## config.mk

```make
export PLATFORM = sky130hd
export DESIGN_NAME = refresh_scheduler
export DESIGN_NICKNAME = d
export VERILOG_FILES = /design/src/rtl/refresh_pkg.sv /design/src/rtl/refresh_interval_timer.sv /design/src/rtl/refresh_pending_tracker.sv /design/src/rtl/refresh_row_sweeper.sv /design/src/rtl/refresh_write_guard.sv /design/src/rtl/refresh_scheduler.sv
export SDC_FILE = /design/constraint.sdc
export NUM_CORES = 1
export LEC_CHECK = 0
export BUFFER_PORTS_ARGS = -buffer_cell sky130_fd_sc_hd__buf_2
export CORE_UTILIZATION = 65
export DETAILED_ROUTE_END_ITERATION = 16
export PLACE_DENSITY = 0.83
export REMOVE_ABC_BUFFERS = 1
export SYNTH_ARGS = -nofsm -noshare
export SYNTH_HDL_FRONTEND = slang
export SYNTH_SLANG_ARGS = --single-unit
```

## constraint.sdc

```tcl
create_clock -name clk -period 5.4 [get_ports clk]
set_clock_uncertainty 0.1 [all_clocks]
set_input_delay 0.81 -clock clk [delete_from_list [all_inputs] [get_ports clk]]
set_output_delay 0.81 -clock clk [all_outputs]
set_load 0.1 [all_outputs]
```

## src/rtl/refresh_pkg.sv

```systemverilog
package refresh_pkg;

  // Owed-refresh count update: add on interval end, take on grant,
  // saturate at lim when adding without taking.
  function automatic int unsigned pend_next(int unsigned cur, logic add,
                                            logic take, int unsigned lim);
    int unsigned n;
    n = cur;
    if (add && !take) begin
      n = (cur >= lim) ? lim : cur + 1;
    end else if (!add && take && cur != 0) begin
      n = cur - 1;
    end
    return n;
  endfunction

endpackage

```

## src/rtl/refresh_interval_timer.sv

```systemverilog
module refresh_interval_timer #(
  parameter int ROW_W = 13,
  parameter int PER_W = 24
) (
  input  logic             clk,
  input  logic             rst_n,
  input  logic [ROW_W:0]   cfg_rows,
  input  logic [PER_W-1:0] cfg_period,
  output logic             tick
);

  logic [PER_W-1:0] rows_ext;
  logic [PER_W-1:0] quot;
  logic [PER_W-1:0] interval;
  logic [PER_W-1:0] cnt_q;

  // Interval = floor(period / rows), both clamped to at least 1.
  always_comb begin
    rows_ext = (cfg_rows == '0) ? PER_W'(1) : PER_W'(cfg_rows);
    quot     = cfg_period / rows_ext;
    interval = (quot == '0) ? PER_W'(1) : quot;
  end

  // Up-counter from zero; ">=" keeps it safe if the interval shrinks.
  assign tick = (cnt_q >= interval - PER_W'(1));

  always_ff @(posedge clk or negedge rst_n) begin
    if (!rst_n) begin
      cnt_q <= '0;
    end else if (tick) begin
      cnt_q <= '0;
    end else begin
      cnt_q <= cnt_q + PER_W'(1);
    end
  end

  // With a steady interval above one, interval ends never fall on adjacent cycles.
  assert_tick_gap_R2: assert property (@(posedge clk) disable iff (!rst_n)
    (tick && interval != PER_W'(1)) |=> (!tick || !$stable(interval)));

endmodule

```

## src/rtl/refresh_pending_tracker.sv

```systemverilog
module refresh_pending_tracker #(
  parameter int PEND_MAX = 8
) (
  input  logic clk,
  input  logic rst_n,
  input  logic tick,
  input  logic ready,
  output logic valid,
  output logic urgent,
  output logic grant
);
  import refresh_pkg::*;

  localparam int PEND_W = $clog2(PEND_MAX + 1);

  logic [PEND_W-1:0] pend_q;

  assign valid  = (pend_q != '0);
  assign grant  = valid && ready;
  assign urgent = (pend_q >= PEND_W'(2));

  always_ff @(posedge clk or negedge rst_n) begin
    if (!rst_n) begin
      pend_q <= '0;
    end else begin
      pend_q <= PEND_W'(pend_next(32'(pend_q), tick, grant, PEND_MAX));
    end
  end

  assert_valid_hold_R3: assert property (@(posedge clk) disable iff (!rst_n)
    (valid && !ready) |=> valid);

  assert_no_overflow_R6: assert property (@(posedge clk) disable iff (!rst_n)
    pend_q <= PEND_W'(PEND_MAX));

  assert_urgent_missed_R7: assert property (@(posedge clk) disable iff (!rst_n)
    (tick && !grant && valid) |=> urgent);

endmodule

```

## src/rtl/refresh_row_sweeper.sv

```systemverilog
module refresh_row_sweeper #(
  parameter int ROW_W = 13
) (
  input  logic             clk,
  input  logic             rst_n,
  input  logic [ROW_W:0]   cfg_rows,
  input  logic             grant,
  output logic [ROW_W-1:0] row,
  output logic             wrap_pulse
);

  logic [ROW_W:0]   rows_eff;
  logic [ROW_W-1:0] row_q;
  logic             wrap_q;
  logic             last;

  assign rows_eff = (cfg_rows == '0) ? (ROW_W+1)'(1) : cfg_rows;
  assign last     = ({1'b0, row_q} >= rows_eff - (ROW_W+1)'(1));
  assign row        = row_q;
  assign wrap_pulse = wrap_q;

  always_ff @(posedge clk or negedge rst_n) begin
    if (!rst_n) begin
      row_q  <= '0;
      wrap_q <= 1'b0;
    end else begin
      wrap_q <= grant && last;
      if (grant) begin
        row_q <= last ? '0 : row_q + ROW_W'(1);
      end
    end
  end

  assert_row_step_R4: assert property (@(posedge clk) disable iff (!rst_n)
    (grant && !last) |=> (row_q == $past(row_q) + ROW_W'(1)));

  assert_wrap_to_zero_R5: assert property (@(posedge clk) disable iff (!rst_n)
    wrap_q |-> (row_q == '0));

endmodule

```

## src/rtl/refresh_write_guard.sv

```systemverilog
module refresh_write_guard #(
  parameter int HOLD = 4
) (
  input  logic clk,
  input  logic rst_n,
  input  logic grant,
  output logic wr_block
);

  localparam int HOLD_W = $clog2(HOLD + 1);

  logic [HOLD_W-1:0] left_q;

  assign wr_block = (left_q != '0);

  always_ff @(posedge clk or negedge rst_n) begin
    if (!rst_n) begin
      left_q <= '0;
    end else if (grant) begin
      left_q <= HOLD_W'(HOLD);
    end else if (left_q != '0) begin
      left_q <= left_q - HOLD_W'(1);
    end
  end

  assert_block_after_grant_R8: assert property (@(posedge clk) disable iff (!rst_n)
    grant |=> wr_block);

endmodule

```

## src/rtl/refresh_scheduler.sv

```systemverilog
module refresh_scheduler #(
  parameter int ROW_W    = 13,
  parameter int PER_W    = 24,
  parameter int PEND_MAX = 8,
  parameter int HOLD     = 4
) (
  input  logic             clk,
  input  logic             rst_n,
  input  logic [ROW_W:0]   cfg_rows,
  input  logic [PER_W-1:0] cfg_period,
  output logic             req_valid,
  input  logic             req_ready,
  output logic [ROW_W-1:0] req_row,
  output logic             urgent,
  output logic             wrap_pulse,
  output logic             wr_block
);

  logic tick;
  logic grant;

  refresh_interval_timer #(.ROW_W(ROW_W), .PER_W(PER_W)) u_timer (
    .clk(clk), .rst_n(rst_n), .cfg_rows(cfg_rows), .cfg_period(cfg_period),
    .tick(tick)
  );

  refresh_pending_tracker #(.PEND_MAX(PEND_MAX)) u_pending (
    .clk(clk), .rst_n(rst_n), .tick(tick), .ready(req_ready),
    .valid(req_valid), .urgent(urgent), .grant(grant)
  );

  refresh_row_sweeper #(.ROW_W(ROW_W)) u_rows (
    .clk(clk), .rst_n(rst_n), .cfg_rows(cfg_rows), .grant(grant),
    .row(req_row), .wrap_pulse(wrap_pulse)
  );

  refresh_write_guard #(.HOLD(HOLD)) u_guard (
    .clk(clk), .rst_n(rst_n), .grant(grant), .wr_block(wr_block)
  );

  assert_row_stable_R3: assert property (@(posedge clk) disable iff (!rst_n)
    (req_valid && !req_ready) |=> $stable(req_row));

endmodule

```

==> flow_summary.ini, run 1 <==
[run_status]
status = stopped before the end
stage_where_the_run_ended = 4_1_cts
error_line = [ERROR DPL-0038] Utilization greater than 100%, impossible to legalize

[cts]
clock_tree.buffer_depth = 2
clock_sinks = 45
ctsHtreeMaxLevel = 2
cts-hold-fix-buffers = 0
post_cts.repair.setup_buffers = 262
cts-resized-gates = 535
cts-root-buf = clkbuf_16
cts_made_buffers = 5

[die]
die-height_um = 167
io_pins = 58
floorplan.rows = 60
effective_utilization_at_floorplan_pct = 65.9
die_w_um = 167

[synthesis]
synthArstFlopShare_pct = 100
synth_seq_area_share_pct = 6.36
synth.lib_cells_used.distinct = 117
synth_warnings = 0
synth.ff_latch_count = 45
syn-instance-count = 2444
yosys_most_used_dff = dfrtp_1
synth_area_per_cell_um2 = 7.25
number_of_enable_type_register_cells_in_the_synthesized_netlist = 0
synth_area_um2 = 17700

[placed_design]
detailedPlacementHpwl_um = 72700
placement.io_buffers = 57
place.gp.congestion = 1.10
kinds of logic after synthesis:
group / count (synthesis) / synth area share [%]
and+or+nand+nor: 942 / 27.0
AOI/OAI and AO/OA: 787 / 30.8
adders and majority gates: 266 / 18.8
xor gates and xnor gates: 182 / 9.04
buffers and inverters: 151 / 3.36
muxes: 71 / 4.59
DFF: 45 / 6.36
synth_stat cells, types with 7 or more instances:
library cell | instances | area share, %
ha_1 | 266 | 19
nor2_1 | 234 | 5.0
nand2_1 | 192 | 4.1
a21oi_1 | 177 | 5.0
o21ai_0 | 125 | 3.5
nor3_1 | 117 | 3.3
xnor2_1 | 113 | 5.6
o21a_1 | 86 | 3.6
inv_1 | 74 | 1.6
nand3_1 | 71 | 2.0
xor2_1 | 68 | 3.4
a21o_1 | 67 | 2.8
mux2_2 | 49 | 3.1
nor2b_1 | 48 | 1.7
nand2b_1 | 46 | 1.6
dfrtp_1 | 45 | 6.4
o31ai_1 | 45 | 1.9
clkbuf_1 | 44 | 0.93
and3_1 | 42 | 1.5
nand4_1 | 36 | 1.3
o211ai_1 | 35 | 1.5
or3_1 | 32 | 1.1
a31oi_1 | 30 | 1.1
and2_1 | 27 | 0.95
a211oi_1 | 26 | 1.1
nor4_1 | 21 | 0.74
or2_2 | 19 | 0.67
mux2i_1 | 16 | 0.90
buf_1 | 15 | 0.32
buf_2 | 14 | 0.40
o21ai_1 | 12 | 0.34
a21boi_0 | 11 | 0.47
or4_1 | 11 | 0.47
o21bai_1 | 10 | 0.42
o211a_1 | 9 | 0.51
o221ai_1 | 9 | 0.45
a2111o_1 | 8 | 0.51
a211o_1 | 8 | 0.40
a221o_1 | 8 | 0.45
a41oi_1 | 8 | 0.40
a2111oi_0 | 7 | 0.35
o22ai_1 | 7 | 0.25
stage by stage:
step | cell area, µm² | setup slack [ns] | util (%) | cells
after global placement | 24900 | -48.01 | 92.8 | 3673
after floorplan | 17400 | -55.68 | - | 2369
after detailed placement | 24900 | -54.28 | 92.8 | 3673
==> inputs of run 2 (changes only) <==
CORE_UTILIZATION = 40   (was 65)
PLACE_DENSITY = default   (was 0.83)
PLACE_DENSITY_LB_ADDON = 0.15   (was default)
==> run 2 against run 1 <==
Net effect: the flow now finishes, with violations (negative setup slack); synthesized cell count unchanged; synthesized area unchanged.
==> flow_summary.ini, run 2 <==
[run_status]
status = complete, but fails checks
violations = negative setup slack

[placed_design]
dp_slack_ns = -50.40
placement.io_buffers = 57
place.gp.congestion = 0.985
detailedPlacementHpwl_um = 59300
placed_cells = 3981

[cts]
clk-insertion-delay-late_ns = 0.29
clock_tree.buffer_depth = 2
cts-root-buf = clkbuf_16
cts.reportedPaths.clkPinSlew_ns = 0.07
clock_sinks = 45
cts_tree = done
cts_made_buffers = 5
ctsHtreeMaxLevel = 2

[synthesis]
number_of_enable_type_register_cells_in_the_synthesized_netlist = 0
synthDominantAreaCellType = ha_1
yosys.area.top_type_share_pct = 18.8
syn-instance-count = 2444
synth_seq_area_share_pct = 6.36
yosys_most_used_dff = dfrtp_1
synthArstFlopShare_pct = 100
synth_top_cells_by_area = ha_1 (19%), dfrtp_1 (6.4%), xnor2_1 (5.6%)
post_synth_most_frequent_cells = ha_1 (266), nor2_1 (234), nand2_1 (192)
synth_area_um2 = 17700
synth_area_per_cell_um2 = 7.25
synth_warnings = 0
synth.ff_latch_count = 45
yosys.cell_count.top_type = ha_1
synth.lib_cells_used.distinct = 117

[die]
die_w_um = 212
io_pins = 58
die_area_um2 = 45100
effective_utilization_at_floorplan_pct = 40.8
coreArea_um2 = 43400
floorplan.rows = 76
die-height_um = 212

[layout]
layout-drive-gt1-share_pct = 50.4
fin_cells = 4382
fin_util_pct = 73.5
layout.cells.most_common_list = buf_4 (1,304), ha_1 (209), nor2_1 (189)
largest_reg_flops = 24
area_delta_synth_final_pct = 80.0
sequential_cell_area_um2 = 1130
largest_reg_by_ff_count = u_timer.cnt_q
fillerInstances = 3217
multi_input_area_um2 = 18700
layout.cells.most_common = buf_4
nNetsFinal = 4103
antenna_cells = 0

[worst_setup_path]
slowest_delay_ns = 0.50
worst_ep_arrival_time_ns = 52.60
worst_ep_required_time_ns = 5.47
critical_path.top_delay_family = compound AO/OA/AOI/OAI gates
critPathSlowestCell = or4_4
worst-path-buf-inv = 66
start_kind = input port
critPathMaxFanout = 10
cp_common_cell = buf_4
path_class = in2reg
critical_path.endpoint_type = flop

[run]
maxCapViolations = 0

[routing]
routed_wl_um = 90300
drt-wirelength-per-cell_um = 20.6
remaining_drc_errors = 0
drt_first_pass_iters = 6
vias_after_detailed_routing = 26100
first_iter_violations = 2247
via_to_cell_ratio = 5.96
antenna_violating_nets_post_route = 0

[timing]
final.min_clock_period_ns = 52.53
setup_viol = 28
timing.fmax_mhz = 19.0
slew_violations = 0
finalCritPeriodShare_pct = 973
maxSlewHeadroom_pct = 30.0
report.final.hold_viol_count = 0
worst_pin_slew_ns = 1.05
setup_ws_ns = -47.13
rsz0062_at_grt = yes

[grt]
grt_pass1_vias = 25300
antenna_found_initial = 0
grt-ovfl-total = 0
grt_start_max_net_pins = 46
grt_usage_pct = 36.2
grt_pass1_wl_um = 131000

[worst_hold_path]
worstHoldPathType = reg2reg
-- run 2: per-layer routing --
layer | GRT usage (%) | vias up | wire length [µm]
met5 | 0 | - | 0
met4 | 18.3 | 0 | 6250
met3 | 4.03 | 453 | 6300
met2 | 63.6 | 1267 | 42900
met1 | 43.4 | 12400 | 34900
li1 | - | 12000 | -
-- run 2: final timing paths --
check / startpoint / endpoint / slack, ns / cells after the start
hold reg to reg: u_guard.left_q[0] / u_guard.left_q[0] / 0.45 / 2
max in group asynchronous: rst_n / u_timer.cnt_q[10] / 3.94 / 1
min in group asynchronous: rst_n / u_guard.left_q[1] / 0.59 / 1
setup reg to reg: u_timer.cnt_q[0] / u_pending.pend_q[3] / 1.23 / 26
hold / removal: u_guard.left_q[0] / u_guard.left_q[0] / 0.45 / 2
setup / recovery: cfg_rows[13] / u_pending.pend_q[3] / -47.13 / 295
-- run 2: area by class of cell --
class,count,area share [%]
multi-input cells,2248,58.7
clock buffers,6,0.404
inverters,76,0.926
repair buffers,1420,34.1
clock inverters,2,0.0314
well taps,585,2.30
flip-flops and latches,45,3.53
-- run 2: metrics by stage --
stage,hold slack (ns),setup TNS (ns),instance area (µm²)
after floorplan,0.367,-1542.08,17400
after global placement,0.403,-1354.47,25700
after detailed placement,0.414,-1402.86,25700
after CTS,0.416,-1277.01,30100
after global routing,0.468,-1371.43,31900
final,0.454,-1313.14,31900
-- run 2: what timing repair did --
action                     4_1_cts  5_1_grt
resized for setup              401      227
buffers inserted               301       95
hold buffers                     0        0
pin swaps                      249      233
setup endpoints to repair       28       42
gates cloned                     4        0
-- run 2: cell families after synthesis --
group                      share of synthesized area [%]
AOI/OAI and AO/OA                                   30.8
xor gates and xnor gates                            9.04
adders and majority gates                           18.8
buffers and inverters                               3.36
DFF                                                 6.36
muxes                                               4.59
and+or+nand+nor                                     27.0
-- run 2: worst register-to-register path, cell delays in order (launching register included) --
cell      delay, ns
dfrtp_1        0.47
inv_1          0.08
ha_1           0.29
nand2b_1       0.14
a21oi_1        0.14
nor2b_1        0.06
o21ai_1        0.11
nand2b_1       0.07
a21oi_1        0.14
nor2b_1        0.06
o21ai_1        0.11
nand2b_1       0.08
a21oi_2        0.18
o31ai_2        0.09
a21o_1         0.17
a21oi_2        0.13
nor2b_1        0.05
o21ai_1        0.12
nand2b_1       0.07
a21oi_1        0.14
nor2b_1        0.06
o21ai_1        0.11
nand2b_1       0.07
a21o_1         0.21
or4_4          0.50
a22oi_2        0.21
o31ai_1        0.09
Power of run 2 is not shown: default switching activity piles up to over one toggle a cycle in this logic, so the estimate is an artifact.
==> inputs of run 3 (changes only) <==
CELL_PAD_IN_SITES_DETAIL_PLACEMENT = 1   (was default)
CELL_PAD_IN_SITES_GLOBAL_PLACEMENT = 1   (was default)
SLEW_MARGIN = 10   (was default)
==> run 3 against run 2 <==
Net effect: the flow now stops in 5_1_grt; synthesized area stayed put; synthesized cell count stayed put.
==> flow_summary.ini, run 3 <==
[run_status]
status = stopped before the end
stage_where_the_run_ended = 5_1_grt
error_line = [ERROR GRT-0116] Global routing finished with congestion. Check the congestion regions in the DRC Viewer.

[synthesis]
synth.lib_cells_used.distinct = 117
synth.mux.area_fraction_pct = 4.59
synthArstFlopShare_pct = 100
number_of_enable_type_register_cells_in_the_synthesized_netlist = 0
synth_area_um2 = 17700
yosys_most_used_dff = dfrtp_1
yosys.area_share.simple_pct = 27.0
yosys.cell_count.top_type = ha_1
syn-instance-count = 2444
synth_top_cells_by_area = ha_1 (19%), dfrtp_1 (6.4%), xnor2_1 (5.6%)
synth_warnings = 0
xor_xnor_portion_of_the_synthesized_cell_area_pct = 9.04
post_synth_most_frequent_cells = ha_1 (266), nor2_1 (234), nand2_1 (192)
synthDominantAreaCellType = ha_1
synth_seq_area_share_pct = 6.36
yosys.area.top_type_share_pct = 18.8
synth_fa_ha_area_share_pct = 18.8
synth_compound_gate_area_share_pct = 30.8
synth.ff_latch_count = 45
synth_area_per_cell_um2 = 7.25
largest_family_of_logic_cells_by_synthesized_area = compound AO/OA/AOI/OAI gates

[die]
die-height_um = 212
effective_utilization_at_floorplan_pct = 40.8
floorplan.rows = 76
die_w_um = 212
io_pins = 58

[cts]
cts_made_buffers = 5
clock_sinks = 45
cts-root-buf = clkbuf_16
ctsHtreeMaxLevel = 2
clock_tree.buffer_depth = 2
cts-hold-fix-buffers = 0

[grt]
grt-ovfl-total = 37
grt_start_max_net_pins = 46
grt_pass1_wl_um = 248000
grt_usage_pct = 74.4
grt_pass1_vias = 37000

[placed_design]
placement.io_buffers = 57
detailedPlacementHpwl_um = 73000
place.gp.congestion = 0.973
## run 3: cell counts after synthesis
No cell type changed its count.
## run 3: metrics by stage
stage               cells  setup TNS, ns  setup slack [ns]  hold slack [ns]  cell area (µm²)
floorplan            2369       -1542.08            -55.68            0.367            17400
CTS                  4210       -1315.57            -47.37            0.443            29800
global placement     3990       -1372.06            -49.43            0.394            25800
detailed placement   3990       -1465.74            -52.81            0.418            25800
## run 3: cells by family after synthesis
kind of cell             count (synthesis)
XOR/XNOR                               182
AO/OA/AOI/OAI                          787
buffers and inverters                  151
flip-flops                              45
AND/OR/NAND/NOR                        942
adder cells (fa/ha/maj)                266
multiplexers                            71
## run 3: metal layers
| layer | GRT usage [%] | GRT overflow |
|---|---|---|
| met1 | 72.2 | 0 |
| met2 | 93.8 | 21 |
| met4 | 78.5 | 16 |
| met5 | 24.9 | 0 |
| met3 | 56.5 | 0 |
## run 3: what timing repair did
action	CTS
pin swaps	262
buffers inserted	212
cloned	3
setup endpoints to repair	28
resized for setup	483
